<file path="src/rtl/burst_seq_pkg.sv">
package burst_seq_pkg;
  typedef enum logic [2:0] {
    CMD_HOLD,
    CMD_LOAD,
    CMD_STOP,
    CMD_STEP,
    CMD_NOP
  } seq_cmd_e;
endpackage

</file>
<file path="src/rtl/burst_cmd_decode.sv">
module burst_cmd_decode
  import burst_seq_pkg::*;
(
  input  logic     stall,
  input  logic     advance,
  input  logic     sel,
  input  logic     active,
  output seq_cmd_e cmd
);
  // Freeze has top priority; then load/terminate; then stepping.
  always_comb begin
    if (stall)         cmd = CMD_HOLD;
    else if (!advance) cmd = sel ? CMD_LOAD : CMD_STOP;
    else if (active)   cmd = CMD_STEP;
    else               cmd = CMD_NOP;
  end
endmodule

</file>
<file path="src/rtl/burst_order_step.sv">
module burst_order_step #(
  parameter int CNT_W = 2
) (
  input  logic [CNT_W-1:0] start_low,
  input  logic [CNT_W-1:0] beat_cnt,
  input  logic             interleave,
  output logic [CNT_W-1:0] next_cnt,
  output logic [CNT_W-1:0] next_low
);
  logic [CNT_W-1:0] lin_low;
  logic [CNT_W-1:0] ilv_low;

  assign next_cnt = beat_cnt + 1'b1;
  assign lin_low  = start_low + next_cnt;

  // Interleaved order: each low bit flips independently by the beat count.
  for (genvar b = 0; b < CNT_W; b++) begin : g_ilv
    assign ilv_low[b] = start_low[b] ^ next_cnt[b];
  end

  assign next_low = interleave ? ilv_low : lin_low;
endmodule

</file>
<file path="src/rtl/burst_addr_state.sv">
module burst_addr_state
  import burst_seq_pkg::*;
#(
  parameter int ADDR_W = 17,
  parameter int CNT_W  = 2
) (
  input  logic              clk,
  input  logic              rst_n,
  input  seq_cmd_e          cmd,
  input  logic [ADDR_W-1:0] base_addr,
  input  logic [CNT_W-1:0]  next_low,
  input  logic [CNT_W-1:0]  next_cnt,
  output logic [ADDR_W-1:0] addr,
  output logic              active,
  output logic [CNT_W-1:0]  start_low,
  output logic [CNT_W-1:0]  beat_cnt
);
  localparam logic [CNT_W-1:0] LAST_BEAT = '1;

  always_ff @(posedge clk) begin
    if (!rst_n) begin
      addr      <= '0;
      active    <= 1'b0;
      start_low <= '0;
      beat_cnt  <= '0;
    end else begin
      unique case (cmd)
        CMD_LOAD: begin
          addr      <= base_addr;
          active    <= 1'b1;
          start_low <= base_addr[CNT_W-1:0];
          beat_cnt  <= '0;
        end
        CMD_STOP: active <= 1'b0;
        CMD_STEP: begin
          addr[CNT_W-1:0] <= next_low;
          beat_cnt        <= next_cnt;
        end
        default: ;
      endcase
    end
  end

  p_load_r2: assert property (@(posedge clk) disable iff (!rst_n)
    (cmd == CMD_LOAD) |=> (addr == $past(base_addr)) && active);

  p_stop_r7: assert property (@(posedge clk) disable iff (!rst_n)
    (cmd == CMD_STOP) |=> !active && $stable(addr));

  p_hold_r8: assert property (@(posedge clk) disable iff (!rst_n)
    (cmd == CMD_HOLD) |=> $stable(addr) && $stable(active));

  p_idle_adv_r9: assert property (@(posedge clk) disable iff (!rst_n)
    (cmd == CMD_NOP) |=> $stable(addr) && !active);

  p_upper_r10: assert property (@(posedge clk) disable iff (!rst_n)
    (cmd != CMD_LOAD) |=> $stable(addr[ADDR_W-1:CNT_W]));

  p_wrap_r5: assert property (@(posedge clk) disable iff (!rst_n)
    (cmd == CMD_STEP && beat_cnt == LAST_BEAT) |=> (addr[CNT_W-1:0] == start_low));
endmodule

</file>
<file path="src/rtl/burst_addr_seq.sv">
module burst_addr_seq
  import burst_seq_pkg::*;
#(
  parameter int ADDR_W    = 17,
  parameter int BURST_LEN = 4
) (
  input  logic              clk,
  input  logic              rst_n,
  input  logic              stall,
  input  logic              advance,
  input  logic              sel,
  input  logic              interleave,
  input  logic [ADDR_W-1:0] base_addr,
  output logic [ADDR_W-1:0] addr,
  output logic              burst_active
);
  localparam int CNT_W = $clog2(BURST_LEN);

  seq_cmd_e         cmd;
  logic [CNT_W-1:0] start_low;
  logic [CNT_W-1:0] beat_cnt;
  logic [CNT_W-1:0] next_low;
  logic [CNT_W-1:0] next_cnt;

  burst_cmd_decode u_decode (
    .stall   (stall),
    .advance (advance),
    .sel     (sel),
    .active  (burst_active),
    .cmd     (cmd)
  );

  burst_order_step #(.CNT_W(CNT_W)) u_order (
    .start_low  (start_low),
    .beat_cnt   (beat_cnt),
    .interleave (interleave),
    .next_cnt   (next_cnt),
    .next_low   (next_low)
  );

  burst_addr_state #(.ADDR_W(ADDR_W), .CNT_W(CNT_W)) u_state (
    .clk       (clk),
    .rst_n     (rst_n),
    .cmd       (cmd),
    .base_addr (base_addr),
    .next_low  (next_low),
    .next_cnt  (next_cnt),
    .addr      (addr),
    .active    (burst_active),
    .start_low (start_low),
    .beat_cnt  (beat_cnt)
  );

  p_step_upper_r6: assert property (@(posedge clk) disable iff (!rst_n)
    (!stall && advance) |=> (addr[ADDR_W-1:CNT_W] == $past(addr[ADDR_W-1:CNT_W])));
endmodule

</file>
<file path="config.mk">
export PLATFORM = sky130hd
export DESIGN_NAME = burst_addr_seq
export DESIGN_NICKNAME = d
export VERILOG_FILES = /design/src/rtl/burst_seq_pkg.sv /design/src/rtl/burst_cmd_decode.sv /design/src/rtl/burst_order_step.sv /design/src/rtl/burst_addr_state.sv /design/src/rtl/burst_addr_seq.sv
export SDC_FILE = /design/constraint.sdc
export NUM_CORES = 1
export LEC_CHECK = 0
export ABC_AREA = 1
export BUFFER_PORTS_ARGS = -buffer_cell sky130_fd_sc_hd__buf_2
export CORE_MARGIN = 3
export CORE_UTILIZATION = 48
export CTS_CLUSTER_SIZE = 30
export DETAILED_ROUTE_END_ITERATION = 6
export GPL_TIMING_DRIVEN = 0
export PLACE_DENSITY = 0.82
export SYNTH_ARGS = -nofsm -noshare
export SYNTH_HDL_FRONTEND = slang
export SYNTH_SLANG_ARGS = --single-unit
</file>
<file path="constraint.sdc">
create_clock -name clk -period 3.1 [get_ports clk]
set_input_delay 0.62 -clock clk [delete_from_list [all_inputs] [get_ports clk]]
set_output_delay 0.62 -clock clk [all_outputs]
set_load 0.02 [all_outputs]
</file>
==> impl_metrics.json <==
{
  "status": "complete, no violations",
  "ys.flop_type": "dfxtp_1",
  "critical_path.cell_chain": "buf_2",
  "die-area_sq_um": 2380,
  "firstDrtPassIters": 4,
  "core_area_sq_um": 1610,
  "cts-resized-gates": 0,
  "worstPathRequired_ns": 2.48,
  "cts_root_buf": "clkbuf_4",
  "worst_slack_ns": 1.62,
  "h-tree-depth": 1,
  "synth_top_area_frac": 0.502,
  "min_period_ns": 1.48,
  "fin_area_sq_um": 1140,
  "drive_gt1_frac": 0.313,
  "crit_path_top_delay_cell": "dfxtp_1",
  "grt_overflow": 0,
  "syn-cell-area_sq_um": 877,
  "rows": 14,
  "area_growth_pct": 30.4,
  "crit_type": "register to output port",
  "finalNonFillerCells": 187,
  "ys_types": 17,
  "synth-seq-area-share": 0.502,
  "wire_per_inst_microns": 10.2,
  "synthArstFlopShare": 0,
  "ys_top_cells_by_count": "nor2_1, dfxtp_1, o21ai_0",
  "synthCells": 119,
  "numCtsBuffers": 3,
  "finalNetCount": 188,
  "grt_max_degree": 13,
  "drt_first_iter_violations": 13,
  "min_path_cells": 2,
  "post-place-ws_ns": 1.64,
  "p_leak_nw": 0.565,
  "ir_drop_mv": 0.410,
  "hp-start": "u_state.addr[1]$_SDFFE_PN0P_",
  "cts.clk_slew.worst_paths_ns": 0.12,
  "power_density_nw_per_um2": 472,
  "fin_skew_ns": 0.00225,
  "grtUsageTotal": 0.170,
  "cts_tree": "yes",
  "fin_hold_ws_ns": 0.480,
  "dp_hpwl_mm": 1.46,
  "cts.sinks": 22,
  "place.gp.congestion": 0.865,
  "rsz0062_at_grt": "false",
  "r2r_slack_ns": 1.95,
  "clock_path_buffers": 2,
  "ios": 41,
  "cts_setup_buffers": 0,
  "fillerInstances": 147,
  "postCtsHoldBufs": 0,
  "place_inst": 183,
  "grt_antenna_before_repair": 0,
  "placed_area_sq_um": 1110,
  "slew_viol_final": 0,
  "setup_viol": 0,
  "ys.warnings.count": 0,
  "regToRegEndpoint": "u_state.addr[1]$_SDFFE_PN0P_",
  "max_freq_ghz": 0.676,
  "avgSynthCellArea_sq_um": 7.37,
  "whs_endpoint": "u_state.addr[1]$_SDFFE_PN0P_",
  "slew_headroom": 0.784,
  "cp_top_family": "flip-flops",
  "antennaDiodeCount": 0,
  "grt_pass1_vias": 764,
  "clock_latency_ns": 0.31,
  "drv_cap": 0,
  "ant_nets": 0,
  "worstSetupEndpointType": "output port",
  "crit_buf_inv": 1,
  "post-route-drc-count": 0,
  "cp-start-kind": "register",
  "vias": 880,
  "start_util": 0.544,
  "synth_most_common_cell": "nor2_1",
  "die_w_microns": 48.7,
  "setup_tns_ns": 0,
  "rr_worst_depth": 8,
  "routed_via_density": 4.71,
  "cpPeakStageDelay_ns": 0.37,
  "finalHoldViolCount": 0,
  "synthesis.nets": 143,
  "grt_pass1_wl_mm": 3.19,
  "drt-total-wl_mm": 1.91,
  "hold_path.class": "register to register",
  "reg2reg_from": "u_state.beat_cnt[0]$_SDFFE_PN0P_",
  "synth_area_leader_cell": "dfxtp_1",
  "synth-edff-count": 0,
  "path_max_fanout": 4,
  "fin_crit_sh": 0.477,
  "synth_seq_cells": 22,
  "crit_arrival_ns": 0.86,
  "tightest_slew_ns": 0.325,
  "port_buffers": 40,
  "die_h_microns": 48.7,
  "synth_area_leaders": "dfxtp_1, nor2_1, o21ai_0"
}
stage by stage:
| stage | total power [mW] | utilization |
|---|---|---|
| finish | 0.540 | 0.710 |
| global route | 0.567 | 0.710 |
| detailed placement | 0.389 | 0.687 |
| floorplan | 0.356 | - |
| CTS | 0.542 | 0.710 |
| global placement | 0.387 | 0.687 |
cell type report:
| class | count | area (sq um) | share of cell area |
|---|---|---|---|
| buffer | 4 | 27.5 | 0.0241 |
| tap | 24 | 30.0 | 0.0263 |
| timing repair buffer | 40 | 200 | 0.175 |
| inverter | 10 | 37.5 | 0.0328 |
| clock buffer | 4 | 36.3 | 0.0317 |
| multi-input combinational | 83 | 372 | 0.325 |
| sequential | 22 | 440 | 0.385 |
per-layer routing:
metal,up-vias,GRT usage,share of wire
li1,468,-,-
met4,0,0.0569,0.012
met3,2,0.0675,0.064
met1,384,0.203,0.45
met2,26,0.276,0.47
met5,-,0,0
logic make-up (layout without fill, tap and decap cells):
group | Yosys count | after routing | share of synthesized area
adders and majority gates | 1 | 1 | 0.0143
and+or+nand+nor | 55 | 55 | 0.248
buffers and inverters | 14 | 58 | 0.0742
AOI/OAI and AO/OA | 27 | 27 | 0.161
DFF | 22 | 22 | 0.502
worst max path at each step:
stage / from / to / slack, ns / cells after the start
2_1_floorplan: advance / u_state.addr[1]$_SDFFE_PN0P_ / 1.85 / 6
3_3_place_gp: advance / u_state.addr[1]$_SDFFE_PN0P_ / 1.67 / 7
3_5_place_dp: advance / u_state.addr[11]$_SDFFE_PN0N_ / 1.64 / 7
4_1_cts: u_state.active$_SDFFE_PN0P_ / burst_active / 1.61 / 1
5_1_grt: u_state.active$_SDFFE_PN0P_ / burst_active / 1.55 / 1
6_report: u_state.active$_SDFFE_PN0P_ / burst_active / 1.62 / 1
report_power, final:
group	leakage [nW]	internal [mW]	total [mW]	switching, mW
clock network	0.0210	0.0718	0.157	0.0856
logic	0.365	0.0323	0.0804	0.0481
registers	0.180	0.296	0.302	0.00615
cell usage in the layout, fill, tap and decap left out:
master and count:
nand2_1 16, nor2_2 1, a31oi_1 2, nand3_1 5, dfxtp_1 22, clkbuf_8 1, clkbuf_1 1, buf_2 41
o21ai_0 19, inv_1 9, buf_6 1, buf_4 1, nand2_2 1, nor2_1 32, inv_2 1, o21ai_2 1
a21oi_1 5, clkbuf_4 3, ha_1 1
state kept, by name, indices dropped and copies added (netlist names):
name / cells
u_state.active: 1
u_state.addr: 17
u_state.beat_cnt: 2
u_state.start_low: 2
Power figures use the tool's default switching activity.
